<file path="src/rtl/npc_seq_pkg.sv">
package npc_seq_pkg;

    typedef enum logic [2:0] {
        CK_NONE = 3'd0,
        CK_CBR  = 3'd1,
        CK_UBR  = 3'd2,
        CK_RJMP = 3'd3,
        CK_AJMP = 3'd4
    } ctl_kind_e;

endpackage

</file>
<file path="src/rtl/npc_disp_ext.sv">
module npc_disp_ext #(
    parameter int XLEN  = 32,
    parameter int OFF_W = 16,
    parameter int ALIGN = 2
) (
    input  logic [OFF_W-1:0] off_i,
    output logic [XLEN-1:0]  disp_o
);
    localparam int EXT_W = XLEN - OFF_W - ALIGN;

    // word offset scaled to bytes, sign carried from the top offset bit
    always_comb begin
        disp_o = {{EXT_W{off_i[OFF_W-1]}}, off_i, {ALIGN{1'b0}}};
    end
endmodule

</file>
<file path="src/rtl/npc_target_sel.sv">
module npc_target_sel
    import npc_seq_pkg::*;
#(
    parameter int XLEN  = 32,
    parameter int JF_W  = 26,
    parameter int ALIGN = 2,
    parameter int STEP  = 4
) (
    input  ctl_kind_e       kind_i,
    input  logic [XLEN-1:0] pc_i,
    input  logic [XLEN-1:0] npc_i,
    input  logic [XLEN-1:0] disp_i,
    input  logic [XLEN-1:0] reg_val_i,
    input  logic [JF_W-1:0] jfield_i,
    output logic [XLEN-1:0] target_o
);
    localparam int HI_W = XLEN - JF_W - ALIGN;
    localparam logic [XLEN-1:0] STEP_V   = XLEN'(STEP);
    localparam logic [XLEN-1:0] LOW_MASK = XLEN'((1 << ALIGN) - 1);
    localparam logic [XLEN-1:0] MODE_BIT = XLEN'(1);

    logic [XLEN-1:0] seq_addr;
    logic [XLEN-1:0] rel_tgt;
    logic [XLEN-1:0] reg_tgt;
    logic [XLEN-1:0] abs_tgt;

    always_comb begin
        seq_addr = pc_i + STEP_V;
        rel_tgt  = npc_i + disp_i;
        reg_tgt  = (reg_val_i & ~LOW_MASK) | (seq_addr & MODE_BIT);
        abs_tgt  = {seq_addr[XLEN-1 -: HI_W], jfield_i, {ALIGN{1'b0}}};
        case (kind_i)
            CK_RJMP: target_o = reg_tgt;
            CK_AJMP: target_o = abs_tgt;
            default: target_o = rel_tgt;
        endcase
    end
endmodule

</file>
<file path="src/rtl/npc_flow_ctl.sv">
module npc_flow_ctl
    import npc_seq_pkg::*;
(
    input  ctl_kind_e kind_i,
    input  logic      cond_i,
    input  logic      likely_i,
    input  logic      link_i,
    output logic      redirect_o,
    output logic      skip_slot_o,
    output logic      link_hit_o
);
    always_comb begin
        redirect_o  = 1'b0;
        skip_slot_o = 1'b0;
        link_hit_o  = 1'b0;
        case (kind_i)
            CK_CBR: begin
                redirect_o  = cond_i;
                skip_slot_o = ~cond_i & likely_i;
                link_hit_o  = link_i;
            end
            CK_UBR, CK_RJMP, CK_AJMP: begin
                redirect_o = 1'b1;
                link_hit_o = link_i;
            end
            default: begin
                redirect_o = 1'b0;
            end
        endcase
    end
endmodule

</file>
<file path="src/rtl/npc_seq_unit.sv">
module npc_seq_unit
    import npc_seq_pkg::*;
#(
    parameter int              XLEN      = 32,
    parameter int              OFF_W     = 16,
    parameter int              JF_W      = 26,
    parameter int              KIND_W    = 3,
    parameter logic [XLEN-1:0] RESET_VEC = 32'hBFC0_0000
) (
    input  logic              clk_i,
    input  logic              rst_i,
    input  logic              step_valid_i,
    input  logic [KIND_W-1:0] ctl_kind_i,
    input  logic              link_en_i,
    input  logic              likely_en_i,
    input  logic [OFF_W-1:0]  br_off_i,
    input  logic [JF_W-1:0]   jmp_field_i,
    input  logic              cond_true_i,
    input  logic [XLEN-1:0]   reg_val_i,
    output logic [XLEN-1:0]   pc_o,
    output logic [XLEN-1:0]   npc_o,
    output logic [XLEN-1:0]   nnpc_o,
    output logic              link_we_o,
    output logic [XLEN-1:0]   link_val_o,
    output logic              annul_o
);
    localparam int              ALIGN  = 2;
    localparam int              STEP   = 1 << ALIGN;
    localparam logic [XLEN-1:0] STEP_V = XLEN'(STEP);

    typedef struct packed {
        logic [XLEN-1:0] pc;
        logic [XLEN-1:0] npc;
        logic [XLEN-1:0] nnpc;
        logic            link_we;
        logic [XLEN-1:0] link_val;
        logic            annul;
    } seq_state_t;

    localparam seq_state_t RST_STATE = '{
        pc:       RESET_VEC,
        npc:      RESET_VEC + STEP_V,
        nnpc:     RESET_VEC + STEP_V + STEP_V,
        link_we:  1'b0,
        link_val: '0,
        annul:    1'b0
    };

    seq_state_t st_d, st_q;

    ctl_kind_e       kind;
    logic [XLEN-1:0] disp;
    logic [XLEN-1:0] target;
    logic            redirect;
    logic            skip_slot;
    logic            link_hit;
    logic [XLEN-1:0] eff_npc;
    logic [XLEN-1:0] eff_nnpc;

    assign kind = ctl_kind_e'(ctl_kind_i);

    npc_disp_ext #(
        .XLEN  (XLEN),
        .OFF_W (OFF_W),
        .ALIGN (ALIGN)
    ) u_disp (
        .off_i  (br_off_i),
        .disp_o (disp)
    );

    npc_target_sel #(
        .XLEN  (XLEN),
        .JF_W  (JF_W),
        .ALIGN (ALIGN),
        .STEP  (STEP)
    ) u_tgt (
        .kind_i    (kind),
        .pc_i      (st_q.pc),
        .npc_i     (st_q.npc),
        .disp_i    (disp),
        .reg_val_i (reg_val_i),
        .jfield_i  (jmp_field_i),
        .target_o  (target)
    );

    npc_flow_ctl u_flow (
        .kind_i      (kind),
        .cond_i      (cond_true_i),
        .likely_i    (likely_en_i),
        .link_i      (link_en_i),
        .redirect_o  (redirect),
        .skip_slot_o (skip_slot),
        .link_hit_o  (link_hit)
    );

    // next-state computation
    always_comb begin
        st_d         = st_q;
        st_d.link_we = 1'b0;
        st_d.annul   = 1'b0;
        eff_npc      = st_q.npc;
        eff_nnpc     = st_q.nnpc;
        if (step_valid_i) begin
            if (redirect) begin
                eff_nnpc = target;
            end else if (skip_slot) begin
                eff_npc  = st_q.nnpc;
                eff_nnpc = st_q.nnpc + STEP_V;
            end
            st_d.pc    = eff_npc;
            st_d.npc   = eff_nnpc;
            st_d.nnpc  = eff_nnpc + STEP_V;
            st_d.annul = skip_slot;
            if (link_hit) begin
                st_d.link_we  = 1'b1;
                st_d.link_val = st_q.nnpc;
            end
        end
    end

    always_ff @(posedge clk_i) begin
        if (rst_i) begin
            st_q <= RST_STATE;
        end else begin
            st_q <= st_d;
        end
    end

    assign pc_o       = st_q.pc;
    assign npc_o      = st_q.npc;
    assign nnpc_o     = st_q.nnpc;
    assign link_we_o  = st_q.link_we;
    assign link_val_o = st_q.link_val;
    assign annul_o    = st_q.annul;
endmodule

</file>
<file path="config.mk">
export PLATFORM = sky130hd
export DESIGN_NAME = npc_seq_unit
export DESIGN_NICKNAME = d
export VERILOG_FILES = /design/src/rtl/npc_seq_pkg.sv /design/src/rtl/npc_disp_ext.sv /design/src/rtl/npc_target_sel.sv /design/src/rtl/npc_flow_ctl.sv /design/src/rtl/npc_seq_unit.sv
export SDC_FILE = /design/constraint.sdc
export NUM_CORES = 1
export LEC_CHECK = 0
export BUFFER_PORTS_ARGS = -buffer_cell sky130_fd_sc_hd__buf_2
export CAP_MARGIN = 10
export CELL_PAD_IN_SITES_DETAIL_PLACEMENT = 0
export CELL_PAD_IN_SITES_GLOBAL_PLACEMENT = 1
export CORE_MARGIN = 1
export CORE_UTILIZATION = 43
export CTS_CLUSTER_SIZE = 25
export DETAILED_ROUTE_END_ITERATION = 8
export PLACE_DENSITY_LB_ADDON = 0.2
export SLEW_MARGIN = 0
export SYNTH_ARGS = -nofsm -noshare
export SYNTH_HDL_FRONTEND = slang
export SYNTH_SLANG_ARGS = --single-unit
export TNS_END_PERCENT = 5
</file>
<file path="constraint.sdc">
create_clock -name clk_i -period 12.6 [get_ports clk_i]
set_input_delay 1.26 -clock clk_i [delete_from_list [all_inputs] [get_ports clk_i]]
set_output_delay 1.26 -clock clk_i [all_outputs]
set_load 0.005 [all_outputs]
</file>
==> flow_metrics.py, run 1 <==
metrics = {
    "logic_synthesis": {
        "synth_ff_type": "dfxtp_1",
        "yosysWarningCount": 0,
        "async_flop_share_pct": 0,
        "synth_edf_count": 0,
        "syn_area_um2": 8890,
        "yosysSeqAreaShare_pct": 28.2,
        "ys_ff_latch": 125,
        "synth_cell_type_count": 87,
        "syn_inst": 1166,
        "synth.avg_cell_area_um2": 7.62,
    },
    "placement": {
        "gp_congestion": 0.905,
        "place_inst": 1560,
        "dpl.hpwl_um": 24000,
        "port_buffers": 206,
    },
    "min_path": {
        "hp-class": "register to register",
    },
    "sta": {
        "rsz0062_at_grt": "no",
        "finClkSkew_ns": 0.0162,
        "worst_pin_slew_ns": 1.16,
        "tns_ns": 0,
        "hold_viol": 0,
        "period_share_pct": 44.1,
        "final-setup-viol-count": 0,
        "slew_viol_final": 0,
        "fmax_mhz": 180,
        "finalCriticalPeriod_ns": 5.56,
        "slew_headroom_pct": 22.3,
    },
    "critical_path": {
        "cp_cell_sequence": "buf_2, ha_1, fa_1, a211oi_1, o211ai_1, a21oi_1, a21oi_1, mux2_2, a221oi_1, nand4_1, nand4b_1, o311a_1, a211o_1",
        "crit_required_ns": 12.91,
        "critPathArrivalTime_ns": 5.87,
        "critPathKind": "input pin to register",
        "worst_path_largest_cell_delay_ns": 0.61,
        "crit_end": "nnpc_o[31]$_SDFFE_PP1P_",
        "crit_slowest_cell": "a221oi_1",
        "r2r_slack_ns": 7.64,
        "reg2regPathDepth": 12,
        "start_kind": "input pin",
        "crit_fanout": 8,
        "endpoint_kind": "register",
        "cpMostUsedCell": "a21oi_1",
        "rr_endpoint": "nnpc_o[31]$_SDFFE_PP1P_",
        "reg2reg_from": "npc_o[2]$_SDFFE_PP1P_",
        "startpoint": "br_off_i[0]",
    },
    "clock_tree": {
        "cts.sinks": 125,
        "post_cts_resized": 0,
        "clk_path_buf_depth": 2,
        "cts_tree": "yes",
        "cts_hold_buf": 0,
        "post-cts-setup-buffers": 0,
        "cts_root_buffer": "clkbuf_16",
        "clkTransAtPathRegs_ns": 0.06,
        "h-tree-depth": 4,
        "clkLatencyLatePin_ns": 0.43,
        "cts_buffers": 17,
    },
    "global_route": {
        "overflow": 0,
        "antenna_found_initial": 0,
        "grt_pass1_vias": 8480,
        "grt_max_degree": 105,
        "grtUsageTotal_pct": 30.0,
        "grt_pass1_wl_um": 49600,
    },
    "route": {
        "drtPass1Iterations": 6,
        "initialDrtViolationCount": 745,
        "post_drt_wl_per_cell_um": 20.0,
        "via_per_inst": 5.86,
        "vias": 9334,
        "wirelength_um": 31900,
        "ant_nets": 0,
        "drc": 0,
    },
    "cells_and_area": {
        "diodes": 0,
        "instances_no_fill": 1592,
        "fill_cells": 2065,
        "final_nets": 1424,
        "area_delta_synth_final_pct": 18.7,
        "drive_above_1_share_pct": 20.6,
    },
    "floorplanning": {
        "die-area_um2": 21200,
        "initial_core_util_pct": 43.9,
        "placementRows": 52,
        "die_w_um": 146,
        "coreArea_um2": 20200,
        "io_pins": 213,
        "die_y_um": 146,
    },
    "job": {
        "cap_violations": 0,
    },
    "power": {
        "p_per_area_nw_per_um2": 121,
        "p_leak_nw": 4.21,
        "vdd_drop_max_mv": 0.0986,
    },
    "outcome": {
        "outcome": "complete, no violations",
    },
}
## Yosys cell counts (all sizes together) (6+ instances only)
master   instances  area share [%]
nand2          152             6.4
dfxtp          125              28
nor2           119             5.0
a21oi           88             5.0
clkbuf          76             3.2
mux2i           56             6.3
o21ai           54             3.2
a211oi          46             3.9
xnor2           35             3.4
nor3            33             1.9
ha              31             4.4
nand4           31             2.3
nand3           28             1.6
xor2            25             2.5
buf             20             1.2
nor4            16             1.4
o22ai           15             1.1
inv             14            0.59
nand2b          13            0.92
o21a            13             1.1
a21o            11            0.93
and3            11            0.77
o211ai          11            0.99
a22oi           10            0.84
a31oi            8            0.56
and4             8            0.79
or3              8            0.62
and2             7            0.49
a221oi           6            0.59
a2bb2oi          6            0.59
or4              6            0.55
## kinds of logic after synthesis
| group | after synthesis | synth area share [%] |
|---|---|---|
| compound gates | 315 | 23.8 |
| flops | 125 | 28.2 |
| other cells | 1 | 0.0422 |
| simple gates | 464 | 25.8 |
| fa+ha+maj | 32 | 4.59 |
| xor+xnor | 60 | 5.91 |
| mux | 58 | 6.56 |
| buf+inv | 111 | 5.11 |
## critical path: cells and delay by family
kind | cells | cell delay [ns]
buf+inv | 1 | 0.10
mux | 1 | 0.34
simple gates | 2 | 0.82
compound gates | 7 | 2.70
fa+ha+maj | 2 | 0.64
## cell type report
| type | instances | area (um^2) | area share, % |
|---|---|---|---|
| inverters | 15 | 56.3 | 0.534 |
| multi-input cells | 933 | 5950 | 56.4 |
| clock buffers | 19 | 443 | 4.20 |
| clock inverters | 13 | 140 | 1.33 |
| well taps | 270 | 338 | 3.20 |
| flip-flops and latches | 125 | 2500 | 23.7 |
| repair buffers | 217 | 1120 | 10.6 |
## layout by cell type, fill, tap and decap left out, types with 31 or more instances in the layout
master,n
o21ai_0,51
dfxtp_1,125
nor3_1,33
mux2i_1,56
a211oi_1,46
a21oi_1,88
buf_2,204
nand2_1,152
xnor2_1,35
ha_1,31
nor2_1,119
## state kept, by name, indices dropped and copies added (netlist names)
| signal | flops |
|---|---|
| npc_o | 31 |
| annul_o | 1 |
| nnpc_o | 30 |
| link_val_o | 31 |
| pc_o | 31 |
| link_we_o | 1 |
## per-stage QoR
step           util [%]  setup slack (ns)  power [mW]  area (um^2)  hold slack [ns]
2_1_floorplan         -              7.75       0.679         8900            0.453
3_3_place_gp       49.2              6.77       0.793         9960            0.438
3_5_place_dp       49.2              6.76       0.795         9960            0.444
4_1_cts            52.1              7.15        1.28        10500            0.452
5_1_grt            52.1              6.74        1.34        10500            0.469
6_report           52.1              7.04        1.28        10500            0.449
## power breakdown
group,internal [mW],leakage (nW),switching [mW],total (mW)
sequential,0.421,1.03,0.0482,0.469
combinational,0.132,2.90,0.194,0.326
clock,0.297,0.276,0.188,0.484
## how the worst min path moves through the flow
stage | start | end | slack (ns) | cells past startpoint
global route | link_val_o[26]$_SDFFE_PP0P_ | link_val_o[26]$_SDFFE_PP0P_ | 0.47 | 2
CTS | link_val_o[3]$_SDFFE_PP0P_ | link_val_o[3]$_SDFFE_PP0P_ | 0.45 | 2
floorplan | link_val_o[0]$_SDFFE_PP0P_ | link_val_o[0]$_SDFFE_PP0P_ | 0.45 | 2
global placement | link_val_o[12]$_SDFFE_PP0P_ | link_val_o[12]$_SDFFE_PP0P_ | 0.44 | 2
detailed placement | link_val_o[12]$_SDFFE_PP0P_ | link_val_o[12]$_SDFFE_PP0P_ | 0.44 | 2
finish | link_val_o[23]$_SDFFE_PP0P_ | link_val_o[23]$_SDFFE_PP0P_ | 0.45 | 2
## routing by layer
layer | global-route usage [%] | vias to the layer above | wire (um)
met5 | 0 | - | 0
met4 | 7.11 | 0 | 480
met2 | 42.0 | 405 | 12900
li1 | - | 4566 | -
met3 | 4.98 | 34 | 2760
met1 | 46.8 | 4329 | 15700
No activity file was read; power rests on OpenSTA's default activity.
==> run 2, diff against run 1 <==
--- a/config.mk
+++ b/config.mk
@@ -10,7 +10,7 @@
 export CELL_PAD_IN_SITES_DETAIL_PLACEMENT = 0
 export CELL_PAD_IN_SITES_GLOBAL_PLACEMENT = 1
 export CORE_MARGIN = 1
-export CORE_UTILIZATION = 43
+export CORE_UTILIZATION = 40
 export CTS_CLUSTER_SIZE = 25
 export DETAILED_ROUTE_END_ITERATION = 8
 export PLACE_DENSITY_LB_ADDON = 0.2
==> constraint.sdc (replaced) <==
create_clock -name clk_i -period 5.6 [get_ports clk_i]
set_input_delay 0.56 -clock clk_i [delete_from_list [all_inputs] [get_ports clk_i]]
set_output_delay 0.56 -clock clk_i [all_outputs]
set_load 0.005 [all_outputs]
==> run 2 against run 1 <==
Against the previous run: clock skew fell by 0.0028 ns; global-route usage decreased by 1.7 points; cell area is 0.63% higher; sequential share of layout area decreased by 0.15 points; clock power is 120% higher; critical endpoint unchanged; largest cell class unchanged; largest power group unchanged.
==> flow_metrics.py, run 2 (synthesis results as in run 1) <==
metrics = {
    "outcome": {
        "outcome": "complete, no violations",
    },
    "global_route": {
        "grt_max_degree": 96,
        "grt_pass1_vias": 8148,
        "overflow": 0,
        "grtUsageTotal_pct": 28.3,
        "grt_pass1_wl_um": 48700,
        "antenna_found_initial": 0,
    },
    "route": {
        "post_drt_wl_per_cell_um": 20.2,
        "vias": 9392,
        "ant_nets": 0,
        "drtPass1Iterations": 7,
        "drc": 0,
        "initialDrtViolationCount": 800,
        "wirelength_um": 32500,
        "via_per_inst": 5.83,
    },
    "sta": {
        "tns_ns": 0,
        "worst_pin_slew_ns": 1.01,
        "slew_headroom_pct": 32.7,
        "finClkSkew_ns": 0.0135,
        "fmax_mhz": 221,
        "hold_viol": 0,
        "rsz0062_at_grt": "no",
        "period_share_pct": 80.8,
        "final-setup-viol-count": 0,
        "hold_ws_ns": 0.450,
        "finalCriticalPeriod_ns": 4.53,
        "slew_viol_final": 0,
    },
    "floorplanning": {
        "die_y_um": 151,
        "die_w_um": 151,
        "initial_core_util_pct": 40.7,
        "die-area_um2": 22800,
        "io_pins": 213,
        "coreArea_um2": 21800,
        "placementRows": 54,
    },
    "clock_tree": {
        "post-cts-setup-buffers": 0,
        "clkLatencyLatePin_ns": 0.42,
        "h-tree-depth": 4,
        "cts_hold_buf": 0,
        "cts.sinks": 125,
        "clk_path_buf_depth": 2,
        "cts_root_buffer": "clkbuf_16",
        "post_cts_resized": 0,
        "cts_tree": "yes",
        "clkTransAtPathRegs_ns": 0.06,
        "cts_buffers": 17,
    },
    "placement": {
        "dpl.hpwl_um": 24600,
        "port_buffers": 206,
        "gp_congestion": 0.906,
    },
    "cells_and_area": {
        "mostFrequentLayoutCell": "buf_2",
        "diodes": 0,
        "fill_cells": 2272,
        "layout_common_cells": "204 x buf_2, 152 x nand2_1, 125 x dfxtp_1, 119 x nor2_1, 88 x a21oi_1",
        "fin_util_pct": 48.6,
        "drive_above_1_share_pct": 21.0,
        "area_delta_synth_final_pct": 19.4,
        "final_nets": 1433,
    },
    "power": {
        "power_switching_uw": 964,
        "swShare_pct": 33.5,
        "p_leak_nw": 4.24,
        "pwr-share-comb_pct": 25.7,
        "vdd_drop_max_mv": 0.219,
        "p_per_area_nw_per_um2": 271,
        "intPower_mw": 1.91,
        "seqPwrFrac_pct": 36.8,
        "clkPwrFrac_pct": 37.5,
    },
    "job": {
        "cap_violations": 0,
    },
    "critical_path": {
        "endpoint_kind": "register",
        "critPathArrivalTime_ns": 4.83,
        "critPathKind": "register to register",
        "crit_required_ns": 5.90,
        "crit_fanout": 8,
        "reg2reg_from": "npc_o[6]$_SDFFE_PP0P_",
        "start_kind": "register",
        "startpoint": "npc_o[6]$_SDFFE_PP0P_",
    },
    "min_path": {
        "worstHoldStart": "link_val_o[2]$_SDFFE_PP0P_",
        "hp-class": "register to register",
    },
}
==> run 2: cell types whose count changed in the layout (fill, tap and decap cells not counted) <==
| cell | before | now |
|---|---|---|
| buf_4 | 13 | 22 |
| inv_6 | 2 | 0 |
| clkbuf_1 | 1 | 3 |
| clkinv_4 | 2 | 1 |
| clkinv_2 | 3 | 4 |
==> run 2: worst paths after layout <==
kind | endpoint | slack, ns | cells after the start
max reg2reg | nnpc_o[31]$_SDFFE_PP1P_ | 1.07 | 11
min reg2reg | link_val_o[2]$_SDFFE_PP0P_ | 0.45 | 2
max | nnpc_o[31]$_SDFFE_PP1P_ | 1.07 | 11
min | link_val_o[2]$_SDFFE_PP0P_ | 0.45 | 2
==> run 2: cell type report <==
| cell class | count | area (um^2) | area share (%) |
|---|---|---|---|
| inverters | 15 | 56.3 | 0.531 |
| repair buffers | 226 | 1190 | 11.2 |
| flip-flops and latches | 125 | 2500 | 23.6 |
| well taps | 280 | 350 | 3.30 |
| multi-input cells | 933 | 5950 | 56.0 |
| clock buffers | 21 | 450 | 4.24 |
| clock inverters | 11 | 119 | 1.12 |
==> run 2: worst max-delay path, cell delays in order, from the launching register on <==
cell and delay (ns):
dfxtp_1 0.49, ha_1 0.34, and2_1 0.19, a221o_1 0.41, o21ai_0 0.44, a311oi_1 0.20, o21a_1 0.22, o31ai_1 0.63
nand4_1 0.34, nand4b_1 0.48, o311a_1 0.41, a211o_1 0.26
==> run 2: per-layer routing <==
layer / routed length, um / part of all wire [%] / GRT usage [%]
met5: 0 / 0 / 0
met1: 16200 / 50 / 44.4
met3: 2580 / 8.0 / 3.98
met4: 663 / 2.0 / 7.50
met2: 13000 / 40 / 39.3
==> run 2: through the flow <==
stage | area (um^2) | power [mW] | setup slack (ns) | instances
floorplan | 8900 | 1.53 | 1.45 | 1169
global placement | 10000 | 1.79 | 0.884 | 1579
detailed placement | 10000 | 1.80 | 0.841 | 1579
CTS | 10600 | 2.87 | 1.14 | 1611
global route | 10600 | 3.02 | 0.823 | 1611
finish | 10600 | 2.88 | 1.07 | 1611
==> run 2: power by group through the flow <==
stage               Combinational, mW  Clock [mW]  Sequential (mW)
finish                          0.740        1.08             1.06
global route                    0.815        1.14             1.07
CTS                             0.731        1.09             1.05
detailed placement              0.727           0             1.07
global placement                0.721           0             1.07
floorplan                       0.507           0             1.02
